File: src/rtl/irqg_pkg.sv
package irqg_pkg;

  // Word index of each register; software decodes these values.
  typedef enum logic [2:0] {
    RA_NSTAT  = 3'd0,
    RA_NMASK  = 3'd1,
    RA_NUNMSK = 3'd2,
    RA_NMSK   = 3'd3,
    RA_ESTAT  = 3'd4,
    RA_EMASK  = 3'd5,
    RA_EUNMSK = 3'd6,
    RA_EMSK   = 3'd7
  } irqg_reg_e;

  // Write strobes that the decoder hands to one group.
  typedef struct packed {
    logic stat_wr;
    logic unmask_wr;
    logic mask_wr;
    logic mask_direct;
  } grp_strobe_t;

endpackage

File: src/rtl/irqg_rst_sync.sv
module irqg_rst_sync #(
  parameter int STAGES = 2
) (
  input  logic clk,
  input  logic rst_n,
  output logic rst_sync_n
);

  logic [STAGES-1:0] sync_q;
  logic [STAGES-1:0] sync_d;

  always_comb begin
    sync_d = {sync_q[STAGES-2:0], 1'b1};
  end

  always_ff @(posedge clk or negedge rst_n) begin
    if (!rst_n) begin
      sync_q <= '0;
    end else begin
      sync_q <= sync_d;
    end
  end

  assign rst_sync_n = sync_q[STAGES-1];

endmodule

File: src/rtl/irqg_group.sv
module irqg_group
  import irqg_pkg::*;
#(
  parameter int           W        = 32,
  parameter logic [W-1:0] MASK_RST = '1
) (
  input  logic        clk,
  input  logic        rst_n,
  input  grp_strobe_t strb,
  input  logic [W-1:0] wdata,
  input  logic [W-1:0] set_i,
  output logic [W-1:0] stat_o,
  output logic [W-1:0] mask_o,
  output logic         pend_o
);

  logic [W-1:0] stat_q, stat_d;
  logic [W-1:0] mask_q, mask_d;
  logic         stat_en, mask_en;
  logic [W-1:0] clr_vec;

  // Next state: software clear first, then the hardware set, so the set wins.
  always_comb begin
    clr_vec = strb.stat_wr ? wdata : '0;
    stat_d  = (stat_q & ~clr_vec) | set_i;
    stat_en = strb.stat_wr | (|set_i);
    mask_d  = mask_q;
    if (strb.unmask_wr) mask_d = mask_q & ~wdata;
    if (strb.mask_wr)   mask_d = mask_q | wdata;
    mask_en = strb.unmask_wr | strb.mask_wr;
  end

  always_ff @(posedge clk or negedge rst_n) begin
    if (!rst_n) begin
      stat_q <= '0;
      mask_q <= MASK_RST;
    end else begin
      if (stat_en) stat_q <= stat_d;
      if (mask_en) mask_q <= mask_d;
    end
  end

  assign stat_o = stat_q;
  assign mask_o = mask_q;
  assign pend_o = |(stat_q & ~mask_q);

  p_w1c_r1: assert property (@(posedge clk) disable iff (!rst_n)
    strb.stat_wr |=> ((stat_q & $past(wdata) & ~$past(set_i)) == '0));

  p_keep_r1: assert property (@(posedge clk) disable iff (!rst_n)
    strb.stat_wr |=> ((stat_q & $past(stat_q & ~wdata)) == $past(stat_q & ~wdata)));

  p_set_wins_r7: assert property (@(posedge clk) disable iff (!rst_n)
    (|set_i) |=> ((stat_q & $past(set_i)) == $past(set_i)));

  p_unmask_r2: assert property (@(posedge clk) disable iff (!rst_n)
    strb.unmask_wr |=> ((mask_q & $past(wdata)) == '0));

  p_mask_r3: assert property (@(posedge clk) disable iff (!rst_n)
    strb.mask_wr |=> ((mask_q & $past(wdata)) == $past(wdata)));

  p_mask_ro_r4: assert property (@(posedge clk) disable iff (!rst_n)
    strb.mask_direct |=> $stable(mask_q));

endmodule

File: src/rtl/irqg_decode.sv
module irqg_decode
  import irqg_pkg::*;
#(
  parameter int W = 32
) (
  input  logic         reg_wr,
  input  logic [2:0]   reg_addr,
  input  logic [W-1:0] nstat,
  input  logic [W-1:0] nmask,
  input  logic [W-1:0] estat,
  input  logic [W-1:0] emask,
  output grp_strobe_t  norm_s,
  output grp_strobe_t  err_s,
  output logic [W-1:0] rdata
);

  irqg_reg_e ra;

  always_comb begin
    ra     = irqg_reg_e'(reg_addr);
    norm_s = '0;
    err_s  = '0;
    rdata  = '0;
    case (ra)
      RA_NSTAT:  begin norm_s.stat_wr     = reg_wr; rdata = nstat; end
      RA_NMASK:  begin norm_s.mask_direct = reg_wr; rdata = nmask; end
      RA_NUNMSK: norm_s.unmask_wr = reg_wr;
      RA_NMSK:   norm_s.mask_wr   = reg_wr;
      RA_ESTAT:  begin err_s.stat_wr      = reg_wr; rdata = estat; end
      RA_EMASK:  begin err_s.mask_direct  = reg_wr; rdata = emask; end
      RA_EUNMSK: err_s.unmask_wr = reg_wr;
      RA_EMSK:   err_s.mask_wr   = reg_wr;
      default:   rdata = '0;
    endcase
  end

endmodule

File: src/rtl/irq_dual_group.sv
module irq_dual_group
  import irqg_pkg::*;
#(
  parameter int           DATA_W        = 32,
  parameter int           NUM_CH        = 6,
  parameter int           DONE_BASE     = 0,
  parameter int           FETCH_BASE    = 12,
  parameter int           SYNC_BIT      = 27,
  parameter logic [31:0]  NORM_MASK_RST = 32'h07FF_FFFF,
  parameter logic [31:0]  ERR_MASK_RST  = 32'hFFFF_FFFF
) (
  input  logic              clk,
  input  logic              rst_n,
  input  logic              reg_wr,
  input  logic [2:0]        reg_addr,
  input  logic [DATA_W-1:0] reg_wdata,
  output logic [DATA_W-1:0] reg_rdata,
  input  logic [NUM_CH-1:0] evt_done,
  input  logic [NUM_CH-1:0] evt_fetch_err,
  input  logic              evt_frame_sync,
  input  logic [DATA_W-1:0] evt_err,
  output logic              irq
);

  localparam logic [DATA_W-1:0] NMASK_INIT = DATA_W'(NORM_MASK_RST);
  localparam logic [DATA_W-1:0] EMASK_INIT = DATA_W'(ERR_MASK_RST);

  logic              rst_i_n;
  grp_strobe_t       norm_s, err_s;
  logic [DATA_W-1:0] norm_set;
  logic [DATA_W-1:0] nstat, nmask, estat, emask;
  logic              norm_pend, err_pend;
  logic              irq_q, irq_d;

  irqg_rst_sync #(.STAGES(2)) u_rst (
    .clk        (clk),
    .rst_n      (rst_n),
    .rst_sync_n (rst_i_n)
  );

  // Place channel events on their normal-group status bits.
  always_comb begin
    norm_set = '0;
    for (int i = 0; i < NUM_CH; i++) begin
      norm_set[DONE_BASE + i]  = evt_done[i];
      norm_set[FETCH_BASE + i] = evt_fetch_err[i];
    end
    norm_set[SYNC_BIT] = evt_frame_sync;
  end

  irqg_decode #(.W(DATA_W)) u_dec (
    .reg_wr   (reg_wr),
    .reg_addr (reg_addr),
    .nstat    (nstat),
    .nmask    (nmask),
    .estat    (estat),
    .emask    (emask),
    .norm_s   (norm_s),
    .err_s    (err_s),
    .rdata    (reg_rdata)
  );

  irqg_group #(.W(DATA_W), .MASK_RST(NMASK_INIT)) u_norm (
    .clk    (clk),
    .rst_n  (rst_i_n),
    .strb   (norm_s),
    .wdata  (reg_wdata),
    .set_i  (norm_set),
    .stat_o (nstat),
    .mask_o (nmask),
    .pend_o (norm_pend)
  );

  irqg_group #(.W(DATA_W), .MASK_RST(EMASK_INIT)) u_err (
    .clk    (clk),
    .rst_n  (rst_i_n),
    .strb   (err_s),
    .wdata  (reg_wdata),
    .set_i  (evt_err),
    .stat_o (estat),
    .mask_o (emask),
    .pend_o (err_pend)
  );

  always_comb begin
    irq_d = norm_pend | err_pend;
  end

  always_ff @(posedge clk or negedge rst_i_n) begin
    if (!rst_i_n) begin
      irq_q <= 1'b0;
    end else begin
      irq_q <= irq_d;
    end
  end

  assign irq = irq_q;

  p_irq_rise_r6: assert property (@(posedge clk) disable iff (!rst_i_n)
    (norm_pend || err_pend) |=> irq);

  p_irq_fall_r6: assert property (@(posedge clk) disable iff (!rst_i_n)
    !(norm_pend || err_pend) |=> !irq);

  p_sync_bit_r8: assert property (@(posedge clk) disable iff (!rst_i_n)
    evt_frame_sync |=> nstat[SYNC_BIT]);

  p_err_evt_r9: assert property (@(posedge clk) disable iff (!rst_i_n)
    (|evt_err) |=> ((estat & $past(evt_err)) == $past(evt_err)));

endmodule

File: config.mk
export PLATFORM = sky130hd
export DESIGN_NAME = irq_dual_group
export DESIGN_NICKNAME = d
export VERILOG_FILES = /design/src/rtl/irqg_pkg.sv /design/src/rtl/irqg_rst_sync.sv /design/src/rtl/irqg_group.sv /design/src/rtl/irqg_decode.sv /design/src/rtl/irq_dual_group.sv
export SDC_FILE = /design/constraint.sdc
export NUM_CORES = 1
export LEC_CHECK = 0
export BUFFER_PORTS_ARGS = -buffer_cell sky130_fd_sc_hd__buf_2
export CORE_AREA = 2 2 148 114
export DETAILED_ROUTE_END_ITERATION = 10
export DIE_AREA = 0 0 150 116
export PLACE_DENSITY = 0.58
export SLEW_MARGIN = 10
export SYNTH_ARGS = -nofsm -noshare
export SYNTH_HDL_FRONTEND = slang
export SYNTH_SLANG_ARGS = --single-unit
File: constraint.sdc
create_clock -name clk -period 8.7 [get_ports clk]
set_input_delay 1.305 -clock clk [delete_from_list [all_inputs] [get_ports clk]]
set_output_delay 1.305 -clock clk [all_outputs]
set_load 0.1 [all_outputs]
Word level (Yosys, flattened, before mapping). Cells that the tools add are included.

Memory bits (read-only): 0. Input port bits: 83. Bits in writable memories: 0. Memories kept: 0. Register bits after elaboration: 131. Logic and storage cells: 55. Bits in latches: 0. Output and inout port bits: 33.

Shift-type cells: 0. Multiply operators: 0. $add $sub $neg: 0. Reduce and logical (&&, ||, !) cells: 9. Order comparisons: 0. Bitwise operators: 20. Eq/ne operators: 7. Multiplexer cells: 13. Divide/modulo/power cells: 0.

Operator list (number): 32-bit AND (6); 32-bit 2-to-1 mux (6); 32-bit inverter (5); 32-bit case mux with 4 select lines (1); 32-bit bitwise OR (3); 32-bit OR reduction (3); 32-bit by 28-bit bitwise OR with 32-bit output (1); 13-bit OR reduction (1); 3-bit == test (second input constant) (4); 3-bit by 2-bit == test with 1-bit output (second input constant) (2); 1-bit 2-to-1 mux (6); 1-bit bitwise OR (5); 2-bit AND reduction (2); 2-bit nonzero test (2); 3-bit by 1-bit == test with 1-bit output (second input constant) (1); 3-bit logical NOT (1).

Logic depth before layout (Yosys ltp).
Depth in word-level cells: 6. Depth in mapped cells: 6. Mapped depth without buffers: 4.

By module. Synthesis repeated with hierarchy kept, for this count alone.

Cells, all modules: 640. Area total of the unflattened synthesis: 6618.8 um^2.

By module, submodules not included: irqg_group (u_err) (cells each 254, seq. area each 1641.6 um^2, times used 1, area an instance 2736.4 um^2); irqg_group (u_norm) (cells each 254, seq. area each 1635.3 um^2, times used 1, area an instance 2730.1 um^2); irqg_decode (cells each 126, seq. area each 0.0 um^2, times used 1, area an instance 1063.5 um^2); irqg_rst_sync (cells each 3, seq. area each 50.0 um^2, times used 1, area an instance 53.8 um^2); irq_dual_group (cells each 3, seq. area each 25.0 um^2, times used 1, area an instance 35.0 um^2).

Least setup slack after synthesis. No wires, ideal clock.

Kind: input to output. From: in reg_addr[1]. To: out reg_rdata[0]. Required time: 7395 ps. Cell stages on the path: 4. Data arrival time: 2741 ps. Buffers on the path: 1. Slack: 4654 ps. Cell sequence: nor3b_1 > clkbuf_1 > a22oi_1 > nand2_1.

Longest elaborated chain between the ends: 2. Elaborated cells between the ends (all ways): 5. Classes of those cells: eq/ne (3); mux (1); reduce/logical (1).

Ends and longest elaborated chain: start: declaration (RTL line irq_dual_group.sv:15) `input logic [2:0] reg_addr,`; 3-bit == test, or another cell as far along; 32-bit case mux with 4 select lines * (RTL line irqg_decode.sv:24) `case (ra)`; end: declaration (RTL line irq_dual_group.sv:17) `output logic [DATA_W-1:0] reg_rdata,`.

Every way passes the cells marked *; elsewhere a longest branch is shown, timed or not.

Worst setup path in the final report.
From: in reg_addr[0]. To: out reg_rdata[12].

The elaborated chain is that of the path after synthesis.

==> metrics.txt <==
Mapped Avg Cell Area 10.6 µm²; Arrival @ worst endpoint 3700 ps; Max Root-Sink Buffers 2; Fmax achieved 0.200 GHz; DR vias 4966; Setup TNS 0 ps; Max FO, Critical Path 68; Syn Inst Count 593; Fin. Hold Viols 0; DIE AREA 0.0174 mm²; CTS tree built; share of cells above drive strength 1 0.397; Setup Crit Path Kind input pin to output pin; Synth-to-Final Area Change 22.5%; DRT Wirelength 18100 µm; Pwr Density 248 mW/mm²; final slew viol count 0; die width 150 µm; WL per Instance 19.6 µm; I/O Buffers 115; synth warn 0; Sink Count 131; Final setup viols 0; Via density 5.38; Nets 783; clk root buf clkbuf_16; Leak 3.28 nW; global-route wire length before repair 28100 µm; CP Launch Type input pin; post-route DRC violation count 0; Antenna Nets Post-Route 0; global route total overflow 0; Clock Latency Late Sink 430 ps; largest net degree at the start of global routing 85; crit path time final 5000 ps; total chip power 1.91 mW; Rel. slew slack 0.281; 1st-pass router iterations 4; Seq cells post-synth 131; vias in the first global route 5099; Die H 116 µm; Ports 116; Period Utilization, post-route 0.575; site row count 40; clock slew at reported path FFs 60 ps; Total GRT Usage 0.219; slew of the pin with the lowest slew margin 1080 ps; half-perimeter wire length after detailed placement 12100 µm; sequential area share after synthesis 0.532; Post-Syn Nets 676; Hold-fix buffers, CTS 0; Clock Skew 6.68 ps; initial DRC count 283; RSZ-0062 raised after global routing no; most frequent cells in the layout 142 x nand2_1, 115 x buf_2, 71 x dfrtp_1; most common cell after layout, fill and taps aside nand2_1; n_diodes 0; CP endpoint kind output pin; status completed; maximum VDD drop 0.000130 V; initial antenna violation count 0; gpl congestion 0.843; max_cap viols 0; TritonCTS buffer count 17; Core Region 0.0158 mm²; cts repair resizes 0; Setup Fix Bufs, Post-CTS 0; Netlist cell types 25; synthesized cell area 0.00630 mm²; Initial Util 0.398; CTS H-Tree Depth 4; Hold WC Path Type flop to async pin; Req. time, crit path 7390 ps
## synth_stat cells
cell type,count,area (µm²)
dfrtp_1,72,1800
and3_1,1,6.26
a21boi_0,16,120
o2111ai_1,16,140
nand2_1,142,533
nor3b_1,1,7.51
dfstp_2,59,1550
clkbuf_1,22,82.6
nand4_1,1,6.26
nand2b_1,48,300
nor4_1,4,25.0
and2_1,1,6.26
a21oi_1,3,15.0
clkbuf_2,1,5.00
nor3_2,1,10.0
a21o_1,45,338
buf_2,11,55.1
nor2_1,1,3.75
and3b_1,1,8.76
nor3b_2,1,12.5
a22oi_1,64,480
and2_0,1,6.26
conb_1,1,3.75
inv_1,16,60.1
mux2_2,64,721
## metrics by stage
stage | worst slack, ps | cells | cell area (µm²) | hold WS, ps | utilization
global placement | 3750 | 891 | 7080 | 339 | 0.448
finish | 3700 | 923 | 7710 | 342 | 0.488
floorplan | 4650 | 593 | 6300 | 331 | -
CTS | 3720 | 923 | 7710 | 361 | 0.488
global route | 3560 | 923 | 7710 | 364 | 0.488
detailed placement | 3730 | 891 | 7080 | 345 | 0.448
## per-layer routing
| metal | track usage | up-vias | wire length, µm |
|---|---|---|---|
| met2 | 0.336 | 155 | 8200 |
| li1 | - | 2299 | - |
| met1 | 0.307 | 2493 | 8530 |
| met3 | 0.0531 | 19 | 1110 |
| met5 | 0 | - | 0 |
| met4 | 0.0711 | 0 | 250 |
## power by group
part	internal [mW]	switching, mW	leakage [nW]	total, mW
registers	0.728	0.0570	1.38	0.785
logic	0.121	0.239	1.59	0.359
clock network	0.507	0.263	0.316	0.770
## logic make-up after synthesis
| logic type | share of synthesized area |
|---|---|
| multiplexers | 0.114 |
| AND/OR/NAND/NOR | 0.147 |
| flip-flops | 0.532 |
| other | 0.000595 |
| AO/OA/AOI/OAI | 0.174 |
| buffers and inverters | 0.0322 |
## cell type report
class / instances / area [µm²]
Fill cell: 1484 / 8100
Sequential cell: 131 / 3360
Multi-Input combinational cell: 412 / 2770
Timing Repair Buffer: 122 / 628
Clock buffer: 22 / 484
Tap cell: 210 / 263
Clock inverter: 10 / 153
Inverter: 16 / 60.1
## worst max-delay path, stage by stage
cell and delay [ps]:
buf_2 70, buf_4 560, and3b_1 610, buf_4 410, a22oi_1 140, nand2_1 130, buf_2 440
## final timing paths
kind	start	end	slack (ps)	depth (start not counted)
setup / recovery	reg_addr[0]	reg_rdata[12]	3700	7
hold / removal	u_rst.sync_q[1]	u_err.stat_o[15]	340	0
setup reg to reg	u_rst.sync_q[1]	u_err.stat_o[16]	6860	1
hold reg to reg	u_rst.sync_q[1]	u_err.stat_o[15]	340	0
max in group asynchronous	u_rst.sync_q[1]	u_err.stat_o[16]	6860	1
min in group clk	u_rst.sync_q[0]	u_rst.sync_q[1]	360	0
Power figures use the tool's default switching activity.
